`config.mk`:
```
export PLATFORM = sky130hd
export DESIGN_NAME = gate_interlock
export DESIGN_NICKNAME = d
export VERILOG_FILES = /design/src/rtl/gi_pkg.sv /design/src/rtl/gi_sync.sv /design/src/rtl/gi_width_filter.sv /design/src/rtl/gi_gate_seq.sv /design/src/rtl/gate_interlock.sv
export SDC_FILE = /design/constraint.sdc
export NUM_CORES = 1
export LEC_CHECK = 0
export BUFFER_PORTS_ARGS = -buffer_cell sky130_fd_sc_hd__buf_2
export CAP_MARGIN = 20
export CORE_MARGIN = 2
export CORE_UTILIZATION = 50
export DETAILED_ROUTE_END_ITERATION = 7
export PLACE_DENSITY = 0.69
export SLEW_MARGIN = 20
export SYNTH_ARGS = -nofsm -noshare
export SYNTH_HDL_FRONTEND = slang
export SYNTH_SLANG_ARGS = --single-unit
```
`constraint.sdc`:
```
create_clock -name clk -period 2.1 [get_ports clk]
set_clock_uncertainty 0.05 [all_clocks]
set_input_delay 0.105 -clock clk [delete_from_list [all_inputs] [get_ports clk]]
set_output_delay 0.105 -clock clk [all_outputs]
set_load 0.03 [all_outputs]
```
`src/rtl/gi_pkg.sv`:
```
// Package: shared encodings for the gate interlock.
// Assumes: imported by every module of the interlock.
package gi_pkg;

    // Qualified request passed from the width filter to the sequencer
    typedef enum logic [1:0] {
        CMD_OFF = 2'd0,
        CMD_LO  = 2'd1,
        CMD_HI  = 2'd2
    } gate_cmd_t;

    // Width filter modes
    typedef enum logic [1:0] {
        F_ARM  = 2'd0,
        F_RUN  = 2'd1,
        F_LOCK = 2'd2
    } filt_st_t;

    // Gate sequencer states
    typedef enum logic [2:0] {
        S_IDLE    = 3'd0,
        S_HS_DEAD = 3'd1,
        S_HS_ON   = 3'd2,
        S_HS_OFF  = 3'd3,
        S_LS_DEAD = 3'd4,
        S_LS_ON   = 3'd5,
        S_LS_OFF  = 3'd6
    } seq_st_t;

endpackage

```
`src/rtl/gi_sync.sv`:
```
// Module: gi_sync
// Two-stage synchronizer for a vector of independent single-bit inputs.
// Assumes: each bit is a level signal, so bits may resolve on different cycles.
module gi_sync #(
    parameter int          W       = 1,
    parameter logic [W-1:0] RST_VAL = '0
) (
    input  logic         clk,
    input  logic         rst_n,
    input  logic [W-1:0] d,
    output logic [W-1:0] q
);
    logic [W-1:0] meta_q;
    logic [W-1:0] out_q;

    // Two flops in series per bit, both reset to the safe level
    always_ff @(posedge clk) begin
        if (!rst_n) begin
            meta_q <= RST_VAL;
            out_q  <= RST_VAL;
        end else begin
            meta_q <= d;
            out_q  <= meta_q;
        end
    end

    assign q = out_q;
endmodule

```
`src/rtl/gi_width_filter.sv`:
```
// Module: gi_width_filter
// Qualifies the synchronized PWM level. A new level is accepted once it has
// held for MIN_W cycles. A short high pulse during low-side operation is dropped,
// and a short low excursion during high-side operation enters lockout. Lockout and
// the power-up arming state both end after MIN_W consecutive low cycles.
// Assumes: MIN_W >= 2 and a synchronized PWM input.
module gi_width_filter
    import gi_pkg::*;
#(
    parameter int MIN_W = 3
) (
    input  logic      clk,
    input  logic      rst_n,
    input  logic      pwm_s,
    input  logic      uv_s,
    output gate_cmd_t cmd,
    output logic      pulse_rej
);
    localparam int          RW    = $clog2(MIN_W + 1);
    localparam logic [RW-1:0] RMAX = RW'(MIN_W);

    logic          p_d;
    logic [RW-1:0] run_q;
    logic [RW-1:0] run_now;
    logic          stable;
    filt_st_t      st_q;
    logic          lvl_q;
    logic          rej_q;

    // Length of the current run of equal levels, saturating at MIN_W
    always_comb begin
        if (pwm_s != p_d)     run_now = RW'(1);
        else if (run_q >= RMAX) run_now = RMAX;
        else                  run_now = run_q + 1'b1;
    end

    assign stable = (run_now >= RMAX);

    // Run-length history of the synchronized PWM
    always_ff @(posedge clk) begin
        if (!rst_n) begin
            p_d   <= 1'b0;
            run_q <= '0;
        end else begin
            p_d   <= pwm_s;
            run_q <= run_now;
        end
    end

    // Arming, normal and lockout sequencing with the reject strobe
    always_ff @(posedge clk) begin
        if (!rst_n) begin
            st_q  <= F_ARM;
            lvl_q <= 1'b0;
            rej_q <= 1'b0;
        end else begin
            rej_q <= 1'b0;
            if (uv_s) begin
                st_q  <= F_ARM;
                lvl_q <= 1'b0;
            end else begin
                case (st_q)
                    F_ARM, F_LOCK: begin
                        if (!pwm_s && stable) begin
                            st_q  <= F_RUN;
                            lvl_q <= 1'b0;
                        end
                    end
                    F_RUN: begin
                        if (pwm_s != lvl_q) begin
                            if (stable) lvl_q <= pwm_s;
                        end else if (p_d != lvl_q) begin
                            rej_q <= 1'b1;
                            if (lvl_q) st_q <= F_LOCK;
                        end
                    end
                    default: st_q <= F_ARM;
                endcase
            end
        end
    end

    // Request presented to the sequencer
    always_comb begin
        if (st_q != F_RUN) cmd = CMD_OFF;
        else if (lvl_q)    cmd = CMD_HI;
        else               cmd = CMD_LO;
    end

    assign pulse_rej = rej_q;
endmodule

```
`src/rtl/gi_gate_seq.sv`:
```
// Module: gi_gate_seq
// Drives the two gate commands from the qualified request. A gate turns on
// only after the opposite gate's synchronized feedback reports off and DEAD_CYC
// further cycles have passed. Turn-off waits a per-side propagation delay.
// A watchdog per gate raises a sticky fault when a gate commanded off never
// reports off; the fault then holds both commands low.
// Assumes: DEAD_CYC, HS_OFF_DLY, LS_OFF_DLY >= 1; synchronized inputs.
module gi_gate_seq
    import gi_pkg::*;
#(
    parameter int DEAD_CYC   = 1,
    parameter int HS_OFF_DLY = 2,
    parameter int LS_OFF_DLY = 1,
    parameter int FB_TIMEOUT = 8
) (
    input  logic      clk,
    input  logic      rst_n,
    input  gate_cmd_t cmd,
    input  logic      ls_en_s,
    input  logic      uv_s,
    input  logic      hs_off_s,
    input  logic      ls_off_s,
    output logic      hs_gate,
    output logic      ls_gate,
    output logic      fb_fault
);
    localparam int MAX_A = (DEAD_CYC > HS_OFF_DLY) ? DEAD_CYC : HS_OFF_DLY;
    localparam int MAXD  = (MAX_A > LS_OFF_DLY) ? MAX_A : LS_OFF_DLY;
    localparam int CW    = $clog2(MAXD + 1);
    localparam int WDW   = $clog2(FB_TIMEOUT + 1);
    localparam logic [CW-1:0] DEAD_END = CW'(DEAD_CYC - 1);
    localparam logic [CW-1:0] HS_END   = CW'(HS_OFF_DLY - 1);
    localparam logic [CW-1:0] LS_END   = CW'(LS_OFF_DLY - 1);
    localparam logic [WDW-1:0] WD_END  = WDW'(FB_TIMEOUT);

    seq_st_t       st_q;
    logic [CW-1:0] cnt_q;
    logic          fault_q;
    logic          want_hs;
    logic          want_ls;
    logic          hs_on;
    logic          ls_on;
    logic [1:0]    gate_on;
    logic [1:0]    off_fb;
    logic [1:0]    expired;

    assign want_hs = (cmd == CMD_HI);
    assign want_ls = (cmd == CMD_LO) && ls_en_s;
    assign hs_on   = (st_q == S_HS_ON) || (st_q == S_HS_OFF);
    assign ls_on   = (st_q == S_LS_ON) || (st_q == S_LS_OFF);
    assign gate_on = {hs_on, ls_on};
    assign off_fb  = {hs_off_s, ls_off_s};

    // One feedback watchdog per gate: index 1 high side, index 0 low side
    for (genvar g = 0; g < 2; g++) begin : g_wd
        logic [WDW-1:0] wd_q;

        // Count cycles a gate is commanded off yet still reports on
        always_ff @(posedge clk) begin
            if (!rst_n || gate_on[g] || off_fb[g]) wd_q <= '0;
            else if (wd_q != WD_END)               wd_q <= wd_q + 1'b1;
        end

        assign expired[g] = (wd_q == WD_END);
    end

    // Sticky fault, cleared only by reset
    always_ff @(posedge clk) begin
        if (!rst_n) fault_q <= 1'b0;
        else        fault_q <= fault_q | (|expired);
    end

    // Break-before-make sequencing of the two gate commands
    always_ff @(posedge clk) begin
        if (!rst_n || uv_s || fault_q) begin
            st_q  <= S_IDLE;
            cnt_q <= '0;
        end else begin
            case (st_q)
                S_IDLE: begin
                    cnt_q <= '0;
                    if (want_hs && ls_off_s)      st_q <= S_HS_DEAD;
                    else if (want_ls && hs_off_s) st_q <= S_LS_DEAD;
                end
                S_HS_DEAD: begin
                    if (!want_hs || !ls_off_s) begin
                        st_q  <= S_IDLE;
                        cnt_q <= '0;
                    end else if (cnt_q == DEAD_END) begin
                        st_q  <= S_HS_ON;
                        cnt_q <= '0;
                    end else begin
                        cnt_q <= cnt_q + 1'b1;
                    end
                end
                S_HS_ON: begin
                    cnt_q <= '0;
                    if (!want_hs) st_q <= S_HS_OFF;
                end
                S_HS_OFF: begin
                    if (want_hs) begin
                        st_q  <= S_HS_ON;
                        cnt_q <= '0;
                    end else if (cnt_q == HS_END) begin
                        st_q  <= S_IDLE;
                        cnt_q <= '0;
                    end else begin
                        cnt_q <= cnt_q + 1'b1;
                    end
                end
                S_LS_DEAD: begin
                    if (!want_ls || !hs_off_s) begin
                        st_q  <= S_IDLE;
                        cnt_q <= '0;
                    end else if (cnt_q == DEAD_END) begin
                        st_q  <= S_LS_ON;
                        cnt_q <= '0;
                    end else begin
                        cnt_q <= cnt_q + 1'b1;
                    end
                end
                S_LS_ON: begin
                    cnt_q <= '0;
                    if (!ls_en_s)     st_q <= S_IDLE;
                    else if (!want_ls) st_q <= S_LS_OFF;
                end
                S_LS_OFF: begin
                    if (!ls_en_s) begin
                        st_q  <= S_IDLE;
                        cnt_q <= '0;
                    end else if (want_ls) begin
                        st_q  <= S_LS_ON;
                        cnt_q <= '0;
                    end else if (cnt_q == LS_END) begin
                        st_q  <= S_IDLE;
                        cnt_q <= '0;
                    end else begin
                        cnt_q <= cnt_q + 1'b1;
                    end
                end
                default: begin
                    st_q  <= S_IDLE;
                    cnt_q <= '0;
                end
            endcase
        end
    end

    assign hs_gate  = hs_on;
    assign ls_gate  = ls_on;
    assign fb_fault = fault_q;
endmodule

```
`src/rtl/gate_interlock.sv`:
```
// Module: gate_interlock (top)
// PWM to complementary gate commands with dead time, feedback interlock,
// minimum-width filtering, lockout, under-voltage override and feedback fault.
// Assumes: all inputs asynchronous to clk; times given in clock cycles.
module gate_interlock
    import gi_pkg::*;
#(
    parameter int MIN_W      = 3,
    parameter int DEAD_CYC   = 1,
    parameter int HS_OFF_DLY = 2,
    parameter int LS_OFF_DLY = 1,
    parameter int FB_TIMEOUT = 8
) (
    input  logic clk,
    input  logic rst_n,
    input  logic pwm_in,
    input  logic ls_en_in,
    input  logic uv_in,
    input  logic hs_off_fb,
    input  logic ls_off_fb,
    output logic hs_gate,
    output logic ls_gate,
    output logic pulse_rej,
    output logic fb_fault
);
    localparam int NSYNC = 5;
    // Feedback bits reset to "off", the rest to 0
    localparam logic [NSYNC-1:0] SYNC_RST = 5'b11000;

    logic [NSYNC-1:0] sync_q;
    logic      pwm_s;
    logic      ls_en_s;
    logic      uv_s;
    logic      hs_off_s;
    logic      ls_off_s;
    gate_cmd_t cmd;

    gi_sync #(
        .W       (NSYNC),
        .RST_VAL (SYNC_RST)
    ) u_sync (
        .clk   (clk),
        .rst_n (rst_n),
        .d     ({hs_off_fb, ls_off_fb, uv_in, ls_en_in, pwm_in}),
        .q     (sync_q)
    );

    assign {hs_off_s, ls_off_s, uv_s, ls_en_s, pwm_s} = sync_q;

    gi_width_filter #(
        .MIN_W (MIN_W)
    ) u_filt (
        .clk       (clk),
        .rst_n     (rst_n),
        .pwm_s     (pwm_s),
        .uv_s      (uv_s),
        .cmd       (cmd),
        .pulse_rej (pulse_rej)
    );

    gi_gate_seq #(
        .DEAD_CYC   (DEAD_CYC),
        .HS_OFF_DLY (HS_OFF_DLY),
        .LS_OFF_DLY (LS_OFF_DLY),
        .FB_TIMEOUT (FB_TIMEOUT)
    ) u_seq (
        .clk      (clk),
        .rst_n    (rst_n),
        .cmd      (cmd),
        .ls_en_s  (ls_en_s),
        .uv_s     (uv_s),
        .hs_off_s (hs_off_s),
        .ls_off_s (ls_off_s),
        .hs_gate  (hs_gate),
        .ls_gate  (ls_gate),
        .fb_fault (fb_fault)
    );
endmodule

```
* Word level (Yosys, flattened, before mapping)
Index checks and enable logic that the tools add are counted.
** Word-level totals
- Register bits :: 31
- Output and inout port bits :: 4
- Word-level logic and storage cells :: 121
** Cells by class
- Add/subtract/negate cells :: 4
- Magnitude comparators :: 2
- Eq/ne operators :: 32
- Multiplexer cells :: 37
- Bitwise logic cells :: 3
- Reduce and logical (&&, ||, !) cells :: 31
** Operator list (number)
- two-way mux 3 bit :: 14
- two-way mux 2 bit :: 15
- one-hot mux 3 bit (7 select lines) :: 1
- inequality test 2 x 1 -> 1 bit (second input constant) :: 6
- logical OR 1 bit :: 10
- == test 3 bit (second input constant) :: 3
- inequality test 3 x 1 -> 1 bit (second input constant) :: 3
- adder 4 x 1 -> 4 bit (second input constant) :: 2
- == test 4 bit (second input constant) :: 2
- inequality test 4 bit (second input constant) :: 2
- one-hot mux 2 bit (4 select lines) :: 1
- AND reduction 4 bit :: 2
- AND reduction 7 bit :: 1
- == test 2 x 1 -> 1 bit (second input constant) :: 3
- == test 3 x 2 -> 1 bit (second input constant) :: 2
- zero test 1 bit :: 6
- OR reduction 2 bit :: 3
- adder 2 x 1 -> 2 bit (second input constant) :: 2
- == test 2 bit (second input constant) :: 2
- greater-or-equal comparator 2 bit (second input constant) :: 2
- logical AND 1 bit :: 4
- zero test 2 bit :: 2
- two-way mux 1 bit :: 4
- inequality test 2 bit (second input constant) :: 2
- 12 further kinds :: 15

* Depth between registers and ports, before layout
- Depth in word-level cells :: 8
- Depth in mapped cells :: 7
- Gate-level depth less buffers :: 7

* By module
A second synthesis with hierarchy kept.
** Second synthesis, totals
- Cell total of the unflattened synthesis :: 166
- Area, all modules :: 1496.4 sq um
** Modules (own cells, without submodules)
- gi_gate_seq :: times used 1, cells an instance 113, area an instance 930.9 sq um, sequential area each 280.3 sq um
- gi_width_filter :: times used 1, cells an instance 33, area an instance 302.8 sq um, sequential area each 140.1 sq um
- gi_sync :: times used 1, cells an instance 20, area an instance 262.8 sq um, sequential area each 200.2 sq um

* Least setup slack after synthesis
Ideal clock, no wire load.
- Kind :: reg2reg
- From :: reg u_filt.st_q[0]
- To :: reg u_seq.st_q[1]
- Setup time :: 0.116 ns
- Data arrival time :: 1.743 ns
- Path slack :: 0.190 ns
- Cell stages (with the launch flop) :: 6
- Clock period less this slack :: 1.910 ns
- Cells stage by stage :: dfxtp_1 > or3b_1 > or4_4 > a31oi_4 > nor2_2 > o211a_1
** Between the ends
- Word-level cells in the longest chain between the ends :: 8
- Elaborated cells on any way between the ends :: 26
- Classes of those cells :: 10 x eq/ne; 8 x mux; 8 x reduce/logical
** RTL lines
- from (decl) :: RTL line gi_width_filter.sv:26 : filt_st_t st_q;
- from (signal assigned) :: RTL line gi_width_filter.sv:53 : st_q <= F_ARM;
- from (signal assigned) :: RTL line gi_width_filter.sv:59 : st_q <= F_ARM;
- from (signal assigned) :: RTL line gi_width_filter.sv:65 : st_q <= F_RUN;
- inequality test 2 x 1 -> 1 bit * :: RTL line gi_width_filter.sv:85 : if (st_q != F_RUN) cmd = CMD_OFF;
- two-way mux 2 bit * :: RTL line gi_width_filter.sv:85
- == test 2 x 1 -> 1 bit :: RTL line gi_gate_seq.sv:48 : assign want_ls = (cmd == CMD_LO) && ls_en_s;
- logical AND 1 bit :: RTL line gi_gate_seq.sv:48
- zero test 1 bit :: RTL line gi_gate_seq.sv:112 : if (!want_ls || !hs_off_s) begin
- logical OR 1 bit :: RTL line gi_gate_seq.sv:112
- inequality test 3 x 1 -> 1 bit (no source line) / two-way mux 3 bit (equally long branches)
- AND reduction 7 bit (no source line) / one-hot mux 3 bit (7 select lines) (equally long branches)
- to (signal assigned) :: RTL line gi_gate_seq.sv:113 : st_q <= S_IDLE;
- to (signal assigned) :: RTL line gi_gate_seq.sv:116 : st_q <= S_LS_ON;
- to (signal assigned) :: RTL line gi_gate_seq.sv:124 : if (!ls_en_s) st_q <= S_IDLE;
- to (decl) :: RTL line gi_gate_seq.sv:36 : seq_st_t st_q;
Every way passes the cells marked *; elsewhere a longest branch is shown, timed or not.
A chain may end at the register's enable or synchronous reset.

* Worst setup path after layout
- From :: reg u_filt.st_q[1]
- To :: reg u_seq.st_q[1]
Same word-level chain as after synthesis.

==> impl_metrics.py <==
metrics = {
    "status": {
        "outcome": "finished, final reports clean",
    },
    "drt": {
        "drcViolationCount": 0,
        "finalWirelength_um": 2760,
        "vias": 1226,
        "dr.first_iter.drc_count": 52,
        "first_pass_iters": 4,
        "post_drt_via_cell_ratio": 5.42,
        "ant_nets": 0,
        "wl_per_cell_um": 12.2,
    },
    "critical_path": {
        "critPathArrivalTime_ns": 2.14,
        "timing.critical_path.from": "u_filt.st_q[1]",
        "end_kind": "flop",
        "critPathKind": "reg2reg",
        "cpPeakStageDelay_ns": 0.52,
        "rr_startpoint": "u_filt.st_q[1]",
        "endpoint_required_time_on_the_critical_path_ns": 2.27,
        "worstSetupStartpointType": "flop",
        "critPathSlowestCell": "or4_4",
        "critical_path_peak_fanout": 9,
        "critical_path.cell_chain": "or3b_1, or4_4, a31oi_4, nor2_2, o211a_1",
    },
    "floorplan": {
        "floorplan.die_area_um2": 3440,
        "core-area_um2": 2810,
        "die_x_um": 58.7,
        "die_height_um": 58.7,
        "initial_core_util": 0.533,
        "fp-row-count": 19,
        "top_level_ports": 11,
    },
    "synthesis": {
        "synth_xor_xnor_area_share": 0.0352,
        "synth_fa_ha_area_frac": 0.0586,
        "postSynthAreaPerCell_um2": 8.64,
        "yosys-mux-area-fraction": 0.00754,
        "yosysWarnings": 0,
        "dominant_combinational_cell_family_by_area_after_synthesis": "simple AND/OR/NAND/NOR gates",
        "synth_cell_types": 40,
        "syn_area_um2": 1490,
        "synth_simple_gate_area_share": 0.293,
        "synth_edf_count": 0,
        "synth-compound-area-share": 0.152,
        "synth_seq_area_share": 0.415,
        "syn-instance-count": 173,
        "synth-async-reset-ratio": 0,
        "mappedNetlistNets": 187,
        "synth_seq_cells": 31,
        "synth-main-ff-cell": "dfxtp_1",
    },
    "sta": {
        "setup_viol": 0,
        "tns_ns": 0,
        "maxSlewHeadroom": 0.774,
        "grt_setup_unrepaired": "false",
        "finalHoldViolations": 0,
        "fmax_mhz": 508,
        "timing.final.ws_setup_ns": 0.132,
        "final-max-slew-violation-count": 0,
        "tightest_slew_ns": 0.339,
        "post-route-period-util": 0.937,
        "final_period_minus_worst_setup_slack_ns": 1.97,
    },
    "grt": {
        "grt_first_pass_wirelength_um": 4790,
        "first_global_vias": 1149,
        "grt_antenna_before_repair": 0,
        "total_grt_usage": 0.185,
        "global_route.overflow_total": 0,
        "maximum_number_of_pins_on_one_net_before_global_route_repair": 18,
    },
    "clock_network": {
        "clock_tree.buffer_depth": 2,
        "clk_pin_slew_worst_paths_ns": 0.10,
        "cts-buffers-inserted": 5,
        "clock_latency_ns": 0.32,
        "cts_tree": "built",
        "clock_sinks": 31,
        "cts-root-buf": "clkbuf_4",
        "cts-htree-levels": 2,
    },
    "cells_and_area": {
        "fin_area_um2": 1710,
        "fillerInstances": 247,
        "drive_above_1_share": 0.144,
        "finalNonFillerCells": 226,
        "area_growth_pct": 14.7,
        "antenna_cells_inserted": 0,
        "fin_nets": 208,
        "finalCoreUtilization": 0.611,
    },
    "power": {
        "leakagePower_nw": 0.683,
        "net-switching-power_uw": 417,
        "power.share.switching": 0.301,
        "p_clk_frac": 0.283,
        "power.density_nw_per_um2": 810,
        "power_report.internal_total_uw": 970,
        "pwr-share-comb": 0.230,
        "sequentialPowerShare": 0.486,
        "irDropWorstVdd_v": 0.000727,
    },
    "worst_hold_path": {
        "min_from": "rst_n",
        "worstHoldPathType": "in2reg",
    },
    "place": {
        "gpl.final_weighted_congestion": 0.878,
        "numPortBuffers": 10,
        "placement.cell_area_um2": 1590,
        "dp_slack_ns": 0.142,
        "dp.final_hpwl_um": 2020,
        "post-place-cells": 213,
    },
    "job": {
        "cap_viol_max_count": 0,
    },
}
[state kept, by name, indices dropped and copies added (netlist names)]
signal and flops:
u_seq.g_wd.wd_q 8, u_sync.meta_q 5, u_sync.q 5, u_seq.st_q 3, u_filt.run_q 2, u_filt.st_q 2, u_seq.cnt_q 2, u_filt.lvl_q 1
u_filt.p_d 1, u_filt.pulse_rej 1, u_seq.fb_fault 1
[per-stage QoR]
stage	power, mW	hold WS, ns
6_report	1.39	0.0483
5_1_grt	1.48	0.0558
4_1_cts	1.40	0.0387
3_5_place_dp	0.998	0.241
3_3_place_gp	0.989	0.234
2_1_floorplan	0.918	0.128
[Yosys cell counts, types with 5 or more instances]
library cell | count | area, um2
clkbuf_1 | 5 | 18.8
and2_1 | 7 | 43.8
a21oi_1 | 9 | 45.0
nand2b_1 | 11 | 68.8
nor2_1 | 18 | 67.6
ha_1 | 7 | 87.6
o21ai_0 | 9 | 45.0
inv_1 | 10 | 37.5
dfxtp_1 | 31 | 621
nand3_1 | 6 | 30.0
nand2_1 | 16 | 60.1
[power by group through the flow]
| stage | clock network (mW) | registers [mW] | logic (mW) |
|---|---|---|---|
| floorplan | 0 | 0.654 | 0.265 |
| global placement | 0 | 0.687 | 0.302 |
| detailed placement | 0 | 0.688 | 0.310 |
| CTS | 0.404 | 0.674 | 0.318 |
| global route | 0.433 | 0.681 | 0.365 |
| finish | 0.393 | 0.674 | 0.320 |
[cell families (layout without fill, tap and decap cells)]
group,after synthesis,in the layout
simple gates,80,80
compound gates,33,33
flops,31,31
buf+inv,15,37
fa+ha+maj,7,7
xor+xnor,6,6
mux,1,1
[routing by layer]
layer | track usage | share of wire
met1 | 0.220 | 0.49
met5 | 0 | 0
met2 | 0.310 | 0.46
met4 | 0.0942 | 0.018
met3 | 0.0462 | 0.034
[cells in the final DEF (no fill, tap or decap), types with 6 or more instances in the layout]
| cell | netlist | layout |
|---|---|---|
| buf_2 | 0 | 10 |
| nand2b_1 | 11 | 11 |
| and2_1 | 7 | 7 |
| o21ai_0 | 9 | 9 |
| a21oi_1 | 9 | 9 |
| inv_1 | 10 | 10 |
| dfxtp_1 | 31 | 31 |
| nand2_1 | 16 | 16 |
| nand3_1 | 6 | 6 |
| ha_1 | 7 | 7 |
| nor2_1 | 18 | 18 |
[final timing paths]
kind                   end  slack (ns)  cells after the start
min reg2reg    u_sync.q[4]        0.37                      1
max reg2reg  u_seq.st_q[1]        0.13                      5
max          u_seq.st_q[1]        0.13                      5
min            u_sync.q[4]        0.05                      2
[final cells by class]
| type | count | area [um2] | area share |
|---|---|---|---|
| multi-input combinational | 127 | 817 | 0.477 |
| sequential | 31 | 621 | 0.362 |
| timing repair buffer | 19 | 130 | 0.0760 |
| clock buffer | 8 | 68.8 | 0.0402 |
| tap | 31 | 38.8 | 0.0226 |
| inverter | 10 | 37.5 | 0.0219 |
[worst max-delay path: cells and delay by family (launching register included)]
kind,cells,cell delay (ns)
AND/OR/NAND/NOR,3,1.03
AO/OA/AOI/OAI,2,0.43
flip-flops,1,0.37
[timing repair]
| item | in CTS | in global routing |
|---|---|---|
| endpoints found under the hold margin | 5 | 0 |
| resized for setup | 0 | 0 |
| hold buffers | 5 | 0 |
| buffers inserted | 0 | 0 |
Power figures use the tool's default switching activity.
